### config.mk
export PLATFORM = sky130hd
export DESIGN_NAME = uart_irq_status
export DESIGN_NICKNAME = d
export VERILOG_FILES = /design/src/rtl/uart_irq_pkg.sv /design/src/rtl/uart_irq_src_latch.sv /design/src/rtl/uart_irq_prio_enc.sv /design/src/rtl/uart_irq_status.sv
export SDC_FILE = /design/constraint.sdc
export NUM_CORES = 1
export LEC_CHECK = 0
export BUFFER_PORTS_ARGS = -buffer_cell sky130_fd_sc_hd__buf_2
export CORE_MARGIN = 1
export CORE_UTILIZATION = 44
export DETAILED_ROUTE_END_ITERATION = 8
export PLACE_DENSITY_LB_ADDON = 0.2
export SETUP_SLACK_MARGIN = 0.05
export SLEW_MARGIN = 20
export SYNTH_ARGS = -nofsm -noshare
export SYNTH_HDL_FRONTEND = slang
export SYNTH_HIERARCHICAL = 1
export SYNTH_SLANG_ARGS = --single-unit
### constraint.sdc
create_clock -name clk -period 2.3 [get_ports clk]
set_clock_uncertainty 0.2 [all_clocks]
set_input_delay 0.575 -clock clk [delete_from_list [all_inputs] [get_ports clk]]
set_output_delay 0.575 -clock clk [all_outputs]
set_load 0.005 [all_outputs]
### src/rtl/uart_irq_pkg.sv
package uart_irq_pkg;
    localparam int NSRC   = 7;
    localparam int CODE_W = 6;
    localparam int DATA_W = 8;

    localparam int S_LINE  = 0;
    localparam int S_RXTO  = 1;
    localparam int S_RXRDY = 2;
    localparam int S_TXE   = 3;
    localparam int S_MODEM = 4;
    localparam int S_XOFF  = 5;
    localparam int S_FLOW  = 6;

    localparam logic [CODE_W-1:0] CODE_NONE  = 6'b000001;
    localparam logic [CODE_W-1:0] CODE_LINE  = 6'b000110;
    localparam logic [CODE_W-1:0] CODE_RXTO  = 6'b001100;
    localparam logic [CODE_W-1:0] CODE_RXRDY = 6'b000100;
    localparam logic [CODE_W-1:0] CODE_TXE   = 6'b000010;
    localparam logic [CODE_W-1:0] CODE_MODEM = 6'b000000;
    localparam logic [CODE_W-1:0] CODE_XOFF  = 6'b010000;
    localparam logic [CODE_W-1:0] CODE_FLOW  = 6'b100000;

    // sources that need the extended-feature enable
    localparam logic [NSRC-1:0] EXT_SRCS = (NSRC'(1) << S_XOFF) | (NSRC'(1) << S_FLOW);

    function automatic logic [CODE_W-1:0] src_code(input int idx);
        case (idx)
            S_LINE:  src_code = CODE_LINE;
            S_RXTO:  src_code = CODE_RXTO;
            S_RXRDY: src_code = CODE_RXRDY;
            S_TXE:   src_code = CODE_TXE;
            S_MODEM: src_code = CODE_MODEM;
            S_XOFF:  src_code = CODE_XOFF;
            S_FLOW:  src_code = CODE_FLOW;
            default: src_code = CODE_NONE;
        endcase
    endfunction

    typedef struct packed {
        logic [DATA_W-1:0] rd_data;
    } stat_state_t;
endpackage

### src/rtl/uart_irq_src_latch.sv
module uart_irq_src_latch (
    input  logic clk,
    input  logic rst_n,
    input  logic set_i,
    input  logic clr_i,
    output logic pend_o
);
    logic pend_d, pend_q;

    // a new request outranks a clear in the same cycle
    always_comb begin
        pend_d = set_i | (pend_q & ~clr_i);
    end

    always_ff @(posedge clk) begin
        if (!rst_n) pend_q <= 1'b0;
        else        pend_q <= pend_d;
    end

    assign pend_o = pend_q;
endmodule

### src/rtl/uart_irq_prio_enc.sv
module uart_irq_prio_enc
    import uart_irq_pkg::*;
(
    input  logic [NSRC-1:0]   visible_i,
    output logic [CODE_W-1:0] code_o,
    output logic              any_o
);
    // walk from lowest to highest priority so the highest overrides
    always_comb begin
        code_o = CODE_NONE;
        for (int i = NSRC - 1; i >= 0; i--) begin
            if (visible_i[i]) code_o = src_code(i);
        end
        any_o = |visible_i;
    end
endmodule

### src/rtl/uart_irq_status.sv
module uart_irq_status
    import uart_irq_pkg::*;
(
    input  logic              clk,
    input  logic              rst_n,
    input  logic [NSRC-1:0]   req_set,
    input  logic [NSRC-1:0]   irq_mask,
    input  logic              ext_en,
    input  logic              fifo_en,
    input  logic              ack_line,
    input  logic              ack_rx,
    input  logic              ack_modem,
    input  logic              ack_flow,
    input  logic              xon_seen,
    input  logic              thr_write,
    input  logic              rd_stb,
    output logic [DATA_W-1:0] rd_data,
    output logic              irq
);
    localparam logic [DATA_W-1:0] RST_DATA = {{(DATA_W-CODE_W){1'b0}}, CODE_NONE};

    logic [NSRC-1:0]   pend_q;
    logic [NSRC-1:0]   clr;
    logic [NSRC-1:0]   ext_gate;
    logic [NSRC-1:0]   visible;
    logic [CODE_W-1:0] code;
    logic              any_vis;
    stat_state_t       st_d, st_q;

    assign ext_gate = ext_en ? {NSRC{1'b1}} : ~EXT_SRCS;
    assign visible  = pend_q & irq_mask & ext_gate;

    uart_irq_prio_enc enc_i (
        .visible_i (visible),
        .code_o    (code),
        .any_o     (any_vis)
    );

    always_comb begin
        clr          = '0;
        clr[S_LINE]  = ack_line;
        clr[S_RXTO]  = ack_rx;
        clr[S_RXRDY] = ack_rx;
        clr[S_TXE]   = thr_write | (rd_stb & (code == CODE_TXE) & any_vis);
        clr[S_MODEM] = ack_modem;
        clr[S_XOFF]  = xon_seen;
        clr[S_FLOW]  = ack_flow;
    end

    for (genvar g = 0; g < NSRC; g++) begin : g_src
        uart_irq_src_latch lat_i (
            .clk    (clk),
            .rst_n  (rst_n),
            .set_i  (req_set[g]),
            .clr_i  (clr[g]),
            .pend_o (pend_q[g])
        );
    end

    always_comb begin
        st_d = st_q;
        if (rd_stb) st_d.rd_data = {{(DATA_W-CODE_W){fifo_en}}, code};
    end

    always_ff @(posedge clk) begin
        if (!rst_n) st_q.rd_data <= RST_DATA;
        else        st_q         <= st_d;
    end

    assign rd_data = st_q.rd_data;
    assign irq     = any_vis;
endmodule

==> flow_summary.yaml <==
global_routing:
  use_met3_pct: 2.98
  use_met1_pct: 18.3
  use_met2_pct: 31.2
  gr-max-usage-layer: "met2"
  grt_pass1_vias: 581
  grt_max_degree: 15
  grt_pass1_wl_um: 2310
  antenna_found_initial: 0
  grt-ovfl-total: 0
  track_usage_pct: 16.9
detailed_routing:
  wl_per_cell_um: 12.4
  drt_wl_total_um: 1530
  via_per_inst: 4.97
  drc: 0
  drt-initial-drc-count: 5
  ant_nets: 0
  first_pass_iters: 2
  dr_total_vias: 616
clock_tree:
  postCtsHoldBufs: 0
  cts_root_buffer: "clkbuf_4"
  clk_pin_slew_ps: 80
  insertion_delay_ps: 280
  cts_htree_levels: 1
  cts.path.max_buffers: 2
  cts_tree: "built"
  numCtsBuffers: 3
  cts_sinks: 14
worst_setup_path:
  worstPathCellList: "buf_6 -> and2_4 -> or3_4 -> nand2b_4 -> buf_6"
  critPathMaxStageDelay_ps: 390
  rr_worst_depth: 9
  r2r_slack_ps: 150
  crit_path_start_kind: "primary input"
  crit_path_end_kind: "output port"
  cp.buffers_inverters: 2
  cp_slowest_cell: "or3_4"
  critPathRequiredTime_ps: 1520
  arrival_ps: 1450
  cpMostUsedCell: "buf_6"
  cp_max_fo: 2
  cp.depth: 5
  reg2reg_from: "g_src[0].lat_i/pend_o$_SDFF_PN0_"
  worstSetupPathType: "primary input to output port"
  critical-path-top-delay-family: "simple AND/OR/NAND/NOR gates"
  rr_endpoint: "g_src[3].lat_i/pend_o$_SDFF_PN0_"
power_and_ir_drop:
  power_density_mw_per_mm2: 542
  power_mw: 0.571
  seqPwrFrac_pct: 45.9
  power.switching_mw: 0.140
  power_frac_comb_pct: 22.7
  switching_share_pct: 24.6
  ir_drop_v: 0.000298
  internal_power_mw: 0.431
  power.leakage_nw: 0.516
  clockPowerShare_pct: 31.4
yosys:
  yosysWarnings: 6
  synthArstFlopShare_pct: 0
  synth_edf_count: 0
  synth_cell_type_count: 21
  synth_nets: 90
  synthCells: 65
  synth_seq_area_share_pct: 38.4
  syn_area_um2: 729
  ys.flop_type: "dfxtp_1"
  ys_ff_latch: 14
  avgSynthCellArea_um2: 11.2
hold_path:
  min_to: "rd_data[0]$_SDFFE_PN1P_"
  hold_depth: 2
  hp-class: "flip-flop to flip-flop"
  min_from: "rd_data[0]$_SDFFE_PN1P_"
die:
  fp.dieH_um: 42.7
  core_area_mm2: 0.00152
  dieArea_mm2: 0.00182
  die_w_um: 42.7
  io_pins: 34
  start_util_pct: 47.9
  rows: 14
timing:
  setup_tns_ps: 0
  rsz0062_at_grt: "no"
  fin_crit_sh_pct: 96.7
  setup_slack_ps: 76.5
  tightest_slew_ps: 314
  period_minus_slack_ps: 2220
  relSlewSlack_pct: 78.9
  drv_slew: 0
  setup_violations: 0
  finalHoldViolCount: 0
  hold_ws_ps: 280
  max_freq_ghz: 0.450
place:
  dp.cells: 118
  gp_congestion: 0.746
  place_ws_ps: -115
  io_buffer_count: 33
  hpwl_um: 1110
finish:
  stdcell_count: 124
  diodes: 0
  nets: 134
  drive_above_1_share_pct: 56.5
  area_growth_pct: 44.4
  num-fill-cells: 124
flow_run:
  maxCapViolCount: 0
outcome:
  outcome: "finished, final reports clean"
==> layer usage <==
metal | wire length (um) | up-vias
met5 | 0 | -
met4 | 9 | 0
met3 | 80 | 2
met2 | 789 | 21
met1 | 653 | 285
li1 | - | 308
==> metrics by stage <==
stage	utilization, %	area (um2)
after floorplan	-	729
after global placement	61.9	943
after detailed placement	61.9	943
after CTS	66.0	1010
after global routing	69.1	1050
final	69.1	1050
==> Yosys cell counts (2+ instances only) <==
cell,instances,area [um2]
a21o_1,2,15.0
and2_1,5,31.3
and3_1,2,12.5
dfxtp_1,14,280
mux2i_1,7,70.1
nand2b_1,2,12.5
nor2b_1,7,43.8
nor2b_4,7,96.3
o21a_1,7,52.6
==> power groups by stage <==
stage / Clock, mW / Combinational [mW] / Sequential [mW]
6_report: 0.179 / 0.130 / 0.262
5_1_grt: 0.190 / 0.139 / 0.264
4_1_cts: 0.183 / 0.116 / 0.262
3_5_place_dp: 0 / 0.107 / 0.267
3_3_place_gp: 0 / 0.104 / 0.267
2_1_floorplan: 0 / 0.0610 / 0.267
==> flip-flops by register name, indices dropped and copies added (netlist names) <==
signal and cells:
g_src.lat_i/pend_o 7, rd_data 7
==> cell usage in the layout, fill, tap and decap left out, drive strengths merged <==
cell type / count
and3: 2
dfxtp: 14
nor2: 1
and2: 5
a21o: 2
nor4bb: 1
nor4b: 2
clkbuf: 4
mux2i: 7
o21a: 7
nand2: 1
buf: 42
nand2b: 2
and2b: 1
nor2b: 14
or3: 1
nor4: 2
==> cells by family (layout without fill, tap and decap cells) <==
kind of cell | after synthesis | count (layout) | synth area share, %
AO/OA/AOI/OAI | 9 | 9 | 9.26
buffers and inverters | 3 | 46 | 3.26
flip-flops | 14 | 14 | 38.4
multiplexers | 7 | 7 | 9.61
AND/OR/NAND/NOR | 32 | 32 | 39.5
==> worst min-delay path: stages (launching register included) <==
cell     delay [ps]
dfxtp_1         330
mux2i_1          70
nand2_1          60
==> repair_timing <==
item / in CTS / in global routing
endpoints found under the setup margin: 1 / 2
buffers inserted: 1 / 1
pin swaps: 1 / 4
endpoints found under the hold margin: 0 / 0
gates resized for setup: 3 / 8
cloned: 0 / 0
==> layout make-up <==
| type | instances | area (um2) | area share, % |
|---|---|---|---|
| clock buffers | 4 | 36.3 | 3.44 |
| multi-input cells | 48 | 464 | 44.1 |
| flip-flops and latches | 14 | 280 | 26.6 |
| well taps | 16 | 20.0 | 1.90 |
| repair buffers | 42 | 253 | 24.0 |
==> how the worst max path moves through the flow <==
stage | start | endpoint | slack [ps]
global route | irq_mask[0] | g_src[3].lat_i/pend_o$_SDFF_PN0_ | 40
floorplan | irq_mask[0] | g_src[3].lat_i/pend_o$_SDFF_PN0_ | 120
global placement | irq_mask[0] | g_src[3].lat_i/pend_o$_SDFF_PN0_ | -70
CTS | irq_mask[1] | irq | 60
finish | irq_mask[0] | irq | 80
detailed placement | irq_mask[0] | g_src[3].lat_i/pend_o$_SDFF_PN0_ | -110
No activity file was read; power rests on OpenSTA's default activity.
